## src/rtl/xmem_bus_ctrl.sv

```systemverilog
module xmem_bus_ctrl #(
  parameter int DW        = 8,
  parameter int AW        = 16,
  parameter int SETUP_CYC = 2,
  parameter int SHORT_W   = 3,
  parameter int LONG_W    = 15
) (
  input  logic          clk,
  input  logic          rst,
  input  logic          req,
  input  logic          req_we,
  input  logic [AW-1:0] req_addr,
  input  logic [DW-1:0] req_wdata,
  input  logic          cfg_stretch,
  input  logic          cfg_x2,
  output logic          req_ack,
  output logic          done,
  output logic [DW-1:0] rdata,
  output logic [AW-DW-1:0] addr_hi,
  output logic          ale,
  output logic          rd_n,
  output logic          wr_n,
  output logic [DW-1:0] ad_out,
  output logic          ad_oe,
  input  logic [DW-1:0] ad_in
);

  localparam int CW = $clog2(SETUP_CYC + LONG_W + 2);
  localparam int SW = $clog2(2 * LONG_W + 2) + 1;

  logic          busy, sub;
  logic [CW-1:0] cyc;
  logic          lat_we, lat_long, lat_x2;
  logic [AW-1:0] lat_addr;
  logic [DW-1:0] lat_wdata;

  logic [CW-1:0] strb_last, cyc_last;
  logic          cpu_end, addr_ph, in_strobe;

  assign strb_last = lat_long ? CW'(SETUP_CYC + LONG_W - 1) : CW'(SETUP_CYC + SHORT_W - 1);
  assign cyc_last  = strb_last + CW'(1);
  assign cpu_end   = lat_x2 | sub;
  assign addr_ph   = busy && (cyc < CW'(SETUP_CYC));
  assign in_strobe = busy && (cyc >= CW'(SETUP_CYC)) && (cyc <= strb_last);

  assign req_ack = req && !busy;
  assign ale     = busy && (cyc == '0);
  assign rd_n    = !(in_strobe && !lat_we);
  assign wr_n    = !(in_strobe && lat_we);
  assign addr_hi = lat_addr[AW-1:DW];
  assign ad_out  = addr_ph ? lat_addr[DW-1:0] : lat_wdata;
  assign ad_oe   = addr_ph ||
                   (busy && lat_we && (in_strobe || (cyc == cyc_last && !sub)));

  always_ff @(posedge clk) begin
    if (rst) begin
      busy      <= 1'b0;
      sub       <= 1'b0;
      cyc       <= '0;
      lat_we    <= 1'b0;
      lat_long  <= 1'b0;
      lat_x2    <= 1'b0;
      lat_addr  <= '0;
      lat_wdata <= '0;
      done      <= 1'b0;
      rdata     <= '0;
    end else begin
      done <= 1'b0;
      if (req_ack) begin
        busy      <= 1'b1;
        sub       <= 1'b0;
        cyc       <= '0;
        lat_we    <= req_we;
        lat_long  <= cfg_stretch;
        lat_x2    <= cfg_x2;
        lat_addr  <= req_addr;
        lat_wdata <= req_wdata;
      end else if (busy) begin
        if (cpu_end) begin
          sub <= 1'b0;
          if (cyc == strb_last && !lat_we) rdata <= ad_in;
          if (cyc == cyc_last) begin
            busy <= 1'b0;
            done <= 1'b1;
          end else begin
            cyc <= cyc + CW'(1);
          end
        end else begin
          sub <= 1'b1;
        end
      end
    end
  end

  // strobe-width watch: counts oscillator clocks with a strobe low
  logic [SW-1:0] low_cnt, low_exp;
  always_ff @(posedge clk) begin
    if (rst) low_cnt <= '0;
    else if (!rd_n || !wr_n) low_cnt <= low_cnt + SW'(1);
    else low_cnt <= '0;
  end
  assign low_exp = SW'((lat_long ? LONG_W : SHORT_W) * (lat_x2 ? 1 : 2));

  assert_strobe_width_R5: assert property (@(posedge clk) disable iff (rst)
    ($rose(rd_n) || $rose(wr_n)) |-> (low_cnt == low_exp));

  assert_single_strobe_R6: assert property (@(posedge clk) disable iff (rst)
    !(!rd_n && !wr_n));

  assert_ale_before_strobe_R3: assert property (@(posedge clk) disable iff (rst)
    (!rd_n || !wr_n) |-> !ale);

  assert_addr_after_ale_R3: assert property (@(posedge clk) disable iff (rst)
    $fell(ale) |-> ad_oe);

  assert_write_hold_R7: assert property (@(posedge clk) disable iff (rst)
    $rose(wr_n) |-> ad_oe);

  assert_read_release_R8: assert property (@(posedge clk) disable iff (rst)
    !rd_n |-> !ad_oe);

  assert_done_pulse_R10: assert property (@(posedge clk) disable iff (rst)
    done |=> !done);

  assert_ack_starts_R9: assert property (@(posedge clk) disable iff (rst)
    req_ack |=> ale);

endmodule

```

## config.mk

```make
export PLATFORM = sky130hd
export DESIGN_NAME = xmem_bus_ctrl
export DESIGN_NICKNAME = d
export VERILOG_FILES = /design/src/rtl/xmem_bus_ctrl.sv
export SDC_FILE = /design/constraint.sdc
export NUM_CORES = 1
export LEC_CHECK = 0
export BUFFER_PORTS_ARGS = -buffer_cell sky130_fd_sc_hd__buf_4
export CAP_MARGIN = 25
export CORE_MARGIN = 2
export CORE_UTILIZATION = 31
export CTS_BUF_LIST = sky130_fd_sc_hd__clkbuf_8
export CTS_CLUSTER_SIZE = 10
export DETAILED_ROUTE_END_ITERATION = 12
export GPL_ROUTABILITY_DRIVEN = 1
export GPL_TIMING_DRIVEN = 0
export PLACE_DENSITY = 0.54
export SLEW_MARGIN = 20
export SYNTH_ARGS = -nofsm -noshare
export SYNTH_HDL_FRONTEND = slang
export SYNTH_SLANG_ARGS = --single-unit
```

## constraint.sdc

```tcl
create_clock -name clk -period 1.9 [get_ports clk]
set_input_delay 0.38 -clock clk [delete_from_list [all_inputs] [get_ports clk]]
set_output_delay 0.38 -clock clk [all_outputs]
set_load 0.01 [all_outputs]
```

==> results of run 1 <==
==> stage by stage <==
step,cell area (sq um),power [W]
after floorplan,1950,0.00115
after global placement,2540,0.00129
after detailed placement,2540,0.00130
after CTS,2880,0.00210
after global routing,2940,0.00220
final,2940,0.00208
==> power by group through the flow <==
stage          clock [W]  combinational [W]  sequential (W)
2_1_floorplan          0           0.000170        0.000981
3_5_place_dp           0           0.000310        0.000987
5_1_grt         0.000839           0.000394        0.000965
3_3_place_gp           0           0.000308        0.000986
6_report        0.000764           0.000356        0.000958
4_1_cts         0.000795           0.000349        0.000958
==> critical path, cell delays in order (launching register included) <==
cell     delay (ns)
dfxtp_4        0.36
buf_6          0.12
nor2_4         0.09
nor4b_4        0.28
buf_12         0.19
mux2_4         0.31
buf_6          0.12
==> logic make-up after synthesis <==
| logic type | after synthesis |
|---|---|
| XOR/XNOR | 4 |
| AO/OA/AOI/OAI | 37 |
| buffers and inverters | 26 |
| flip-flops | 43 |
| AND/OR/NAND/NOR | 92 |
| adder cells (fa/ha/maj) | 6 |
| multiplexers | 17 |
==> worst min path at each step <==
stage | start | to | slack, ns
after detailed placement | lat_wdata[3] | lat_wdata[3] | 0.45
after CTS | ad_in[5] | rdata[5] | 0.30
after global routing | req_addr[1] | lat_addr[1] | 0.31
final | ad_in[5] | rdata[5] | 0.31
after global placement | lat_wdata[5] | lat_wdata[5] | 0.44
after floorplan | lat_wdata[0] | lat_wdata[0] | 0.44
==> registers in the layout (all words and copies together) (netlist names) <==
name and count:
rdata 8, busy 1, lat_we 1, lat_addr 16
lat_wdata 8, sub 1, done 1, cyc 5
lat_x2 1, lat_long 1
==> layout by cell type, fill, tap and decap left out, types with 2 or more instances in the layout <==
cell      instances
a21oi_1          32
buf_12            2
buf_4            78
buf_6            13
clkbuf_1          8
clkbuf_8          6
dfxtp_1          37
dfxtp_4           5
ha_1              4
ha_4              2
inv_1             2
inv_2             2
mux2_4            8
mux2i_1           9
nand2_1          58
nand3_1           2
nor2_1           16
nor2_4            2
nor3_2            2
o21ai_1           2
xnor2_1           2
xor2_1            2
==> routing by layer <==
metal	vias up	wire length, um	GRT usage
met1	828	2100	0.178
met4	0	107	0.0626
li1	912	-	-
met5	-	0	0
met3	9	402	0.0577
met2	52	2330	0.245
==> final cells by class <==
type / instances / area [sq um]
inverters: 6 / 28.8
plain buffers: 19 / 110
multi-input cells: 156 / 1000
well taps: 75 / 93.8
repair buffers: 84 / 701
flip-flops and latches: 43 / 881
fillers: 588 / 3050
clock inverters: 2 / 38.8
clock buffers: 6 / 82.6
==> what timing repair did <==
item / in CTS / in global routing
endpoints found under the setup margin: 20 / 13
buffers inserted: 12 / 5
hold buffers: 0 / 0
gates resized for setup: 34 / 5
pin swaps: 6 / 3
==> key figures, run 1 <==
Yosys
  • Synth unique cells: 31
  • Compound-gate portion of the synthesized area: 0.0964
  • Post-Synth XOR/XNOR Area: 0.0180
  • Area leader, netlist: dfxtp_1
  • Top cells by area, synth: dfxtp_1, nand2_1, a21oi_1, mux2_4, mux2i_1
  • Post-synthesis register bit count: 43
  • Adder-cell share of the synthesized area: 0.0386
  • Mux contribution to synthesized area: 0.108
  • Syn avg cell area: 8.65 sq um
  • Top_reg_cell synth: dfxtp_1
  • Post-synth ARST share: 0
  • Syn nets: 269
  • Count leader, synth: nand2_1
  • Area of the mapped netlist: 0.00195 sq mm
  • Mapped Cells: 225
  • List of most frequent post-synthesis cells: nand2_1, dfxtp_1, a21oi_1, nor2_1
  • Yosys top cell area share: 0.442
  • Simple-gate portion of the synthesized area: 0.228
  • Largest family of logic cells by synthesized area: simple AND/OR/NAND/NOR gates
  • EDFF count, synth: 0
  • Seq/Total Area, Yosys: 0.442
  • Synth warn: 0

Setup path
  • CP Capture Type: output port
  • Crit path DAT: 1.77 ns
  • Critical Path RT: 1.52 ns
  • R2R cell count: 9
  • Worst setup path endpoint: ad_out[6]
  • Critical path peak fanout: 8
  • R2r setup slk: 0.01 ns
  • FF-to-FF Start: lat_long
  • Crit path launch: cyc[2]
  • Worst setup path class: reg2out
  • CP startpoint kind: flip-flop
  • RR Endpoint: rdata[1]

Global route
  • Largest net degree at the start of global routing: 15
  • First-pass GRT wire length: 8.39 mm
  • Vias in the first global route: 1799
  • Grt total ovfl: 0
  • Antenna violations before repair: 0
  • Gr usage total: 0.151

Placement
  • Cells after DPL: 367
  • Dpl hpwl: 3.37 mm
  • # port buffers: 67
  • Placer congestion estimate: 0.779
  • Post-place setup slack: -0.375 ns

STA
  • Period utilization: 1.13
  • Post-Route Skew: 0.00709 ns
  • Max Freq: 465 MHz
  • Final hold slack: 0.310 ns
  • RSZ-0062 raised after global routing: yes
  • Setup TNS Final: -2.47 ns
  • Worst-Margin Slew: 0.489 ns
  • Worst rel slew slack: 0.674
  • Tmin final: 2.15 ns
  • Final hold vios: 0
  • Worst setup margin: -0.251 ns
  • Final setup fails: 11
  • Max-slew violation count: 0

Power and ir drop
  • P_leak: 1.26 nW
  • Clock power frac: 0.368
  • P_int: 0.00157 W
  • Maximum vdd drop: 304 uV
  • Sw Pwr: 0.000512 W
  • PD cells: 707 mW/mm^2
  • Sequential group share of total power: 0.461
  • Switching part of the total: 0.246
  • Combinational fraction of design power: 0.171

Hold path
  • Worst hold path depth: 3
  • Hold crit path type: in2reg

Clock network
  • Total CTS buffers: 5
  • Clock buffer depth: 2
  • H-tree Lvls: 2
  • Clock root buffer: clkbuf_8
  • Clk pin slew, worst setup/hold paths: 0.08 ns
  • CTS tree: yes
  • Clk sinks: 43
  • Skew-Pair Late Insertion Delay: 0.30 ns

Routing
  • Initial drt markers: 42
  • Residual DRC: 0
  • Antenna viol nets, final: 0
  • Vias per std cell: 4.61
  • Vias: 1801
  • DR WL/cell: 12.6 um
  • WL final: 4.93 mm
  • TritonRoute pass-1 iters: 4

Floorplan
  • Starting Density: 0.325
  • Top Ports: 68
  • Die Wd: 83.2 um
  • Core area: 0.00599 sq mm
  • Number of cell rows: 28
  • Die area: 0.00693 sq mm
  • Die Ht: 83.2 um

Final layout
  • Area grow syn2layout: 51.0%
  • Ratio of cells with drive above 1 in the final layout: 0.418
  • Final Util: 0.491
  • Antenna fix cells: 0
  • Post-Layout Cell Count: 391
  • Layout net count: 359

Status
  • Failing checks: setup timing
  • Status: complete, but fails checks

Flow run
  • Max-cap violation count: 0
(Power assumes the default switching activity.)
==> inputs of run 2 (changes only) <==
--- a/config.mk
+++ b/config.mk
@@ -15,6 +15,7 @@
 export GPL_ROUTABILITY_DRIVEN = 1
 export GPL_TIMING_DRIVEN = 0
 export PLACE_DENSITY = 0.54
+export SETUP_SLACK_MARGIN = 0.1
 export SLEW_MARGIN = 20
 export SYNTH_ARGS = -nofsm -noshare
 export SYNTH_HDL_FRONTEND = slang
==> run 2 against run 1 <==
The run still ends with setup timing left; global-route usage shrank 0.50 points; sequential power grew 0.7%; wire length shrank 1.0%; critical path type unchanged; critical endpoint is now ad_out[7]; via count shrank 3.3%; first-iteration DRC count grew 79%; final cell count shrank 0.51%; register-to-register slack gained 0.12 ns; clock power shrank 15%.
==> key figures, run 2 (synthesis gave the netlist of run 1 again) <==
Floorplan
  • Top Ports: 68 (unchanged)
  • Die Ht: 83.2 um (unchanged)
  • Starting Density: 0.325 (unchanged)
  • Die Wd: 83.2 um (unchanged)
  • Die area: 0.00693 sq mm (unchanged)
  • Core area: 0.00599 sq mm (unchanged)
  • Number of cell rows: 28 (unchanged)

STA
  • Worst rel slew slack: 0.674 (about the same)
  • Worst-Margin Slew: 0.489 ns (+0.000602 ns)
  • Final setup fails: 11 (unchanged)
  • Max Freq: 458 MHz (-1.4%)
  • RSZ-0062 raised after global routing: yes
  • Tmin final: 2.18 ns (+0.0313 ns)
  • Max-slew violation count: 0 (unchanged)
  • Post-Route Skew: 0.00305 ns (-0.00404 ns)
  • Period utilization: 1.15 (+0.0165)
  • Worst setup margin: -0.282 ns (-0.0313 ns)
  • Final hold vios: 0 (unchanged)

Routing
  • Vias per std cell: 4.48 (-2.8%)
  • Initial drt markers: 75 (+79%)
  • Residual DRC: 0 (unchanged)
  • Vias: 1742 (-3.3%)
  • WL final: 4.88 mm (-1.0%)
  • Antenna viol nets, final: 0 (unchanged)
  • TritonRoute pass-1 iters: 4 (unchanged)
  • DR WL/cell: 12.6 um (-0.53%)

Clock network
  • CTS tree: yes
  • Skew-Pair Late Insertion Delay: 0.29 ns (about the same)
  • Clock root buffer: clkbuf_8
  • Clock buffer depth: 2 (unchanged)
  • Total CTS buffers: 5 (unchanged)
  • H-tree Lvls: 2 (unchanged)
  • Clk pin slew, worst setup/hold paths: 0.08 ns (about the same)
  • Clk sinks: 43 (unchanged)

Placement
  • Cells after DPL: 367 (unchanged)
  • # port buffers: 67 (unchanged)
  • Placer congestion estimate: 0.783 (+0.50%)
  • Dpl hpwl: 3.34 mm (-0.67%)
  • Post-DP Area: 0.00254 sq mm (unchanged)

Final layout
  • Max FFs per register: 16 (unchanged)
  • Commonest non-fill, non-tap cell in the layout: buf_4
  • Final Util: 0.491 (+0.000627)
  • Post-Layout Cell Count: 389 (-0.51%)
  • Top reg by flops: lat_addr
  • Layout net count: 357 (-0.56%)
  • Antenna fix cells: 0 (unchanged)
  • Top Registers: lat_addr: 16 flops, lat_wdata: 8 flops, rdata: 8 flops
  • Ratio of cells with drive above 1 in the final layout: 0.424 (+0.00585)
  • Area grow syn2layout: 51.2%
  • Commonest cells after routing, fill and taps aside: buf_4, nand2_1, dfxtp_1, a21oi_1
  • Fin area: 0.00294 sq mm (+0.13%)

Power and ir drop
  • Sequential group share of total power: 0.487 (+0.026)
  • PD cells: 673 mW/mm^2 (-4.7%)
  • P_int: 0.00148 W (-5.6%)
  • P_leak: 1.27 nW (+0.48%)
  • Final Power: 0.00198 W (-4.6%)
  • Maximum vdd drop: 290 uV (-4.6%)
  • Switching part of the total: 0.255 (+0.00811)
  • Combinational fraction of design power: 0.184 (+0.013)
  • Sw Pwr: 0.000505 W (-1.5%)
  • Clock power frac: 0.329 (-0.039)

Setup path
  • CP Capture Type: output port
  • Critical Path RT: 1.52 ns (about the same)
  • Worst setup path class: reg2out
  • Critical path peak fanout: 5 (-3)
  • CP startpoint kind: flip-flop
  • Crit path DAT: 1.80 ns (+0.03 ns)

Status
  • Failing checks: setup timing
  • Status: complete, but fails checks

Global route
  • First-pass GRT wire length: 8.27 mm (-1.4%)
  • Antenna violations before repair: 0 (unchanged)
  • Largest net degree at the start of global routing: 14 (-1)
  • Grt total ovfl: 0 (unchanged)
  • Vias in the first global route: 1703 (-5.3%)
  • Gr usage total: 0.146 (-0.00501)

Flow run
  • Max-cap violation count: 0 (unchanged)

Hold path
  • Hold crit path type: in2reg
run 2: cell count changes in the layout (fill, tap and decap cells not counted), sizes merged:
cell    before  now
buf         95   91
bufinv       1    0
clkbuf      14   17
run 2: final timing paths:
kind          startpoint     endpoint  slack, ns  cells past startpoint
max               cyc[2]    ad_out[7]      -0.28                      7
min             ad_in[4]     rdata[4]       0.32                      3
max reg2reg       cyc[2]     rdata[7]       0.13                      8
min reg2reg  lat_addr[9]  lat_addr[9]       0.46                      2
run 2: final cells by class:
type,count,area (sq um)
Buffer,20,134
Sequential cell,43,873
Fill cell,613,3050
Multi-Input combinational cell,156,1010
Clock buffer,7,96.3
Inverter,6,25.0
Tap cell,75,93.8
Timing Repair Buffer,81,699
Clock inverter,1,7.51
run 2: timing repair:
action,CTS,global route
gates cloned,0,1
resized for setup,32,17
buffers inserted,7,6
hold buffers,0,0
setup endpoints to repair,36,40
pin swaps,4,4
run 2: power by group through the flow:
stage	clock network, W	logic [W]	registers [W]
after floorplan	0	0.000169	0.000981
after CTS	0.000682	0.000342	0.000965
after detailed placement	0	0.000309	0.000987
after global routing	0.000718	0.000404	0.000972
after global placement	0	0.000307	0.000986
final	0.000653	0.000364	0.000965
run 2: metrics by stage:
stage | TNS [ns] | hold WS (ns) | setup WS (ns)
finish | -2.61 | 0.316 | -0.282
global route | -3.33 | 0.315 | -0.343
CTS | -2.38 | 0.309 | -0.263
detailed placement | -4.37 | 0.446 | -0.369
global placement | -4.31 | 0.443 | -0.373
floorplan | 0 | 0.436 | 0.0794
run 2: per-layer routing:
metal | track usage | part of all wire
met1 | 0.191 | 0.45
met5 | 0 | 0
met4 | 0.0402 | 0.010
met2 | 0.233 | 0.48
met3 | 0.0437 | 0.060
run 2: worst max-delay path, cell delays in order, from the launching register on:
cell and delay (ns):
dfxtp_2 0.34, buf_6 0.11, nor2_4 0.11, nor4b_4 0.20, buf_4 0.18, buf_12 0.12
mux2_4 0.31, buf_6 0.12
==> inputs of run 3 (changes only) <==
--- a/config.mk
+++ b/config.mk
@@ -5,6 +5,8 @@
 export SDC_FILE = /design/constraint.sdc
 export NUM_CORES = 1
 export LEC_CHECK = 0
+export ABC_AREA = 1
+export ABC_CLOCK_PERIOD_IN_PS = 1900
 export BUFFER_PORTS_ARGS = -buffer_cell sky130_fd_sc_hd__buf_4
 export CAP_MARGIN = 25
 export CORE_MARGIN = 2
==> run 3 against run 2 <==
The run still ends with setup timing left; combinational power is 2% higher; synthesized cell count grew 16%; critical path depth up 4.
==> key figures, run 3 <==
Global route
  • Met3 Use GR: 0.0455 (+0.00176)
  • Largest net degree at the start of global routing: 13 (-1)
  • Vias in the first global route: 1821 (+6.9%)
  • Met2 GRT Util: 0.242 (+0.00904)
  • GRT Max-Usage Layer: met2
  • Gr usage total: 0.147 (+0.00123)
  • GR Layer Usage met1: 0.187 (-0.00400)
  • Antenna violations before repair: 0 (unchanged)
  • Grt total ovfl: 0 (unchanged)
  • First-pass GRT wire length: 8.34 mm (+0.83%)

STA
  • RSZ-0062 raised after global routing: yes
  • Worst rel slew slack: 0.632 (-0.0414)
  • Post-Route Skew: 0.00224 ns (-0.000807 ns)
  • Worst setup margin: -0.0583 ns (+0.224 ns)
  • Final setup fails: 3 (-8)
  • Max Freq: 511 MHz (+11%)
  • Period utilization: 1.03 (-0.118)
  • Final hold vios: 0 (unchanged)
  • Max-slew violation count: 0 (unchanged)
  • Tmin final: 1.96 ns (-0.224 ns)
  • Worst-Margin Slew: 0.551 ns (+0.0622 ns)
  • Final hold slack: 0.254 ns (-0.0626 ns)

Final layout
  • Final Util: 0.459 (-0.0327)
  • Post-Layout Cell Count: 423 (+8.7%)
  • Max FFs per register: 16 (unchanged)
  • Top Registers: lat_addr: 16 flops, lat_wdata: 8 flops, rdata: 8 flops
  • Layout net count: 390 (+9.2%)
  • Commonest non-fill, non-tap cell in the layout: buf_4
  • Ratio of cells with drive above 1 in the final layout: 0.396 (-0.0276)
  • Area grow syn2layout: 45.3%
  • Fin area: 0.00286 sq mm (-2.8%)
  • Fillers: 645 (+5.2%)
  • Antenna fix cells: 0 (unchanged)
  • Commonest cells after routing, fill and taps aside: buf_4, nand2_1, dfxtp_1, nand3_1, nor2_1
  • Top reg by flops: lat_addr

Clock network
  • H-tree Lvls: 2 (unchanged)
  • Clk sinks: 43 (unchanged)
  • Total CTS buffers: 5 (unchanged)
  • CTS tree: yes
  • Skew-Pair Late Insertion Delay: 0.29 ns (about the same)
  • Clock root buffer: clkbuf_8
  • Clock buffer depth: 2 (unchanged)
  • Clk pin slew, worst setup/hold paths: 0.08 ns (about the same)

Setup path
  • CP startpoint kind: flip-flop
  • Critical Path RT: 1.52 ns (about the same)
  • CP Capture Type: output port
  • RR Endpoint: rdata[2]
  • FF-to-FF Start: lat_long
  • Worst setup path class: reg2out
  • R2R cell count: 13 (+5)
  • Critical path peak fanout: 3 (-2)
  • Crit path DAT: 1.58 ns (-0.22 ns)
  • R2r setup slk: 0.09 ns (-0.04 ns)

Yosys
  • EDFF count, synth: 0 (unchanged)
  • Area of the mapped netlist: 0.00197 sq mm (+1.2%)
  • Yosys top cell area share: 0.437 (-0.00533)
  • Post-synthesis register bit count: 43 (unchanged)
  • Top_reg_cell synth: dfxtp_1
  • Top cells by area, synth: dfxtp_1, nand2_1, nand3_1, o21ai_0, inv_1
  • Syn avg cell area: 7.52 sq um (-13%)
  • Count leader, synth: nand2_1
  • Syn nets: 306 (+14%)
  • Area leader, netlist: dfxtp_1
  • Mapped Cells: 262 (+16%)
  • Post-synth ARST share: 0 (unchanged)
  • Seq/Total Area, Yosys: 0.437 (-0.00533)
  • Synth unique cells: 23 (-26%)
  • List of most frequent post-synthesis cells: nand2_1, dfxtp_1, nand3_1, inv_1, nor2_1
  • Synth warn: 0 (unchanged)

Routing
  • Initial drt markers: 92 (+23%)
  • WL final: 5.13 mm (+5.0%)
  • DR WL/cell: 12.1 um (-3.4%)
  • TritonRoute pass-1 iters: 4 (unchanged)
  • Antenna viol nets, final: 0 (unchanged)
  • Vias per std cell: 4.59 (+2.5%)
  • Residual DRC: 0 (unchanged)
  • Vias: 1942 (+11%)

Floorplan
  • Top Ports: 68 (unchanged)
  • Core area: 0.00624 sq mm (+4.2%)
  • Number of cell rows: 29 (+3.6%)
  • Die area: 0.00701 sq mm (+1.2%)
  • Starting Density: 0.316 (-0.00922)
  • Die Wd: 83.7 um (+0.58%)
  • Die Ht: 83.7 um (+0.58%)

Power and ir drop
  • PD cells: 670 mW/mm^2 (-0.56%)
  • P_leak: 1.35 nW (+6.2%)
  • Maximum vdd drop: 429 uV (+48%)

Placement
  • # port buffers: 67 (unchanged)
  • Placer congestion estimate: 0.749 (-4.3%)
  • Dpl hpwl: 3.56 mm (+6.4%)
  • Post-DP Area: 0.00257 sq mm (+1.0%)
  • Cells after DPL: 406 (+11%)

Hold path
  • Hold crit path type: in2reg
  • Worst Hold Endpoint: busy
  • Worst hold start: rst
  • Worst hold path depth: 2 (-1)

Flow run
  • Max-cap violation count: 0 (unchanged)

Status
  • Failing checks: setup timing
  • Status: complete, but fails checks
run 3: changes by cell type after synthesis, sizes merged, moves of 9 or more:
cell    delta
nand2     +10
mux2i      -9
inv       +22
clkbuf     -9
a21oi     -27
nor2       +9
nand3     +34
o21ai     +25
run 3: logic make-up (layout without fill, tap and decap cells):
| family | after synthesis | count (layout) | share of synthesized area |
|---|---|---|---|
| compound gates | 34 | 34 | 0.0863 |
| xor+xnor | 2 | 2 | 0.00889 |
| fa+ha+maj | 6 | 6 | 0.0381 |
| buf+inv | 45 | 128 | 0.127 |
| flops | 43 | 43 | 0.437 |
| simple gates | 132 | 133 | 0.303 |
run 3: layout make-up:
class / instances / area, sq um / area share
well taps: 77 / 96.3 / 0.0337
inverters: 29 / 129 / 0.0450
clock inverters: 1 / 5.00 / 0.00175
repair buffers: 76 / 582 / 0.203
clock buffers: 6 / 82.6 / 0.0288
plain buffers: 16 / 131 / 0.0459
multi-input cells: 175 / 960 / 0.335
flip-flops and latches: 43 / 877 / 0.306
run 3: how the worst max path moves through the flow:
stage | to | startpoint | cells after the start | slack [ns]
5_1_grt | ad_oe | lat_long | 11 | -0.16
4_1_cts | ad_oe | cyc[2] | 9 | -0.06
3_5_place_dp | ad_oe | cyc[2] | 9 | 0.07
3_3_place_gp | ad_oe | cyc[2] | 9 | 0.05
2_1_floorplan | ad_oe | cyc[2] | 8 | 0.31
6_report | ad_oe | lat_long | 11 | -0.06
run 3: power by group:
part	internal [W]	total, W	switching (W)	leakage [nW]
combinational	0.000187	0.000373	0.000186	0.943
clock	0.000285	0.000580	0.000294	0.0470
sequential	0.000941	0.000965	0.0000236	0.355
total	0.00141	0.00192	0.000504	1.35
run 3: worst max-delay path: stages (launching register included):
cell,delay [ns]
dfxtp_2,0.34
inv_4,0.05
ha_4,0.26
inv_2,0.03
nor2_2,0.08
nand3_2,0.10
nand2_2,0.09
nand2_1,0.06
nand2_1,0.06
nand2_1,0.06
nand2_2,0.07
buf_6,0.10
run 3: metal layers:
metal,part of all wire,wire (um)
met4,0.011,56
met3,0.070,361
met2,0.48,2440
met1,0.44,2270
met5,0,0
run 3: timing repair:
item,CTS,global route
hold buffers,0,0
pin swaps,8,13
gates resized for setup,19,30
endpoints found under the hold margin,0,0
gates cloned,0,1
setup endpoints to repair,11,21
buffers inserted,8,2
run 3: through the flow:
step / setup TNS [ns] / setup WS, ns / power [W]
after floorplan: 0 / 0.313 / 0.00116
after global placement: 0 / 0.0545 / 0.00132
after detailed placement: 0 / 0.0704 / 0.00132
after CTS: -0.102 / -0.0636 / 0.00192
after global routing: -0.470 / -0.156 / 0.00202
final: -0.119 / -0.0583 / 0.00192
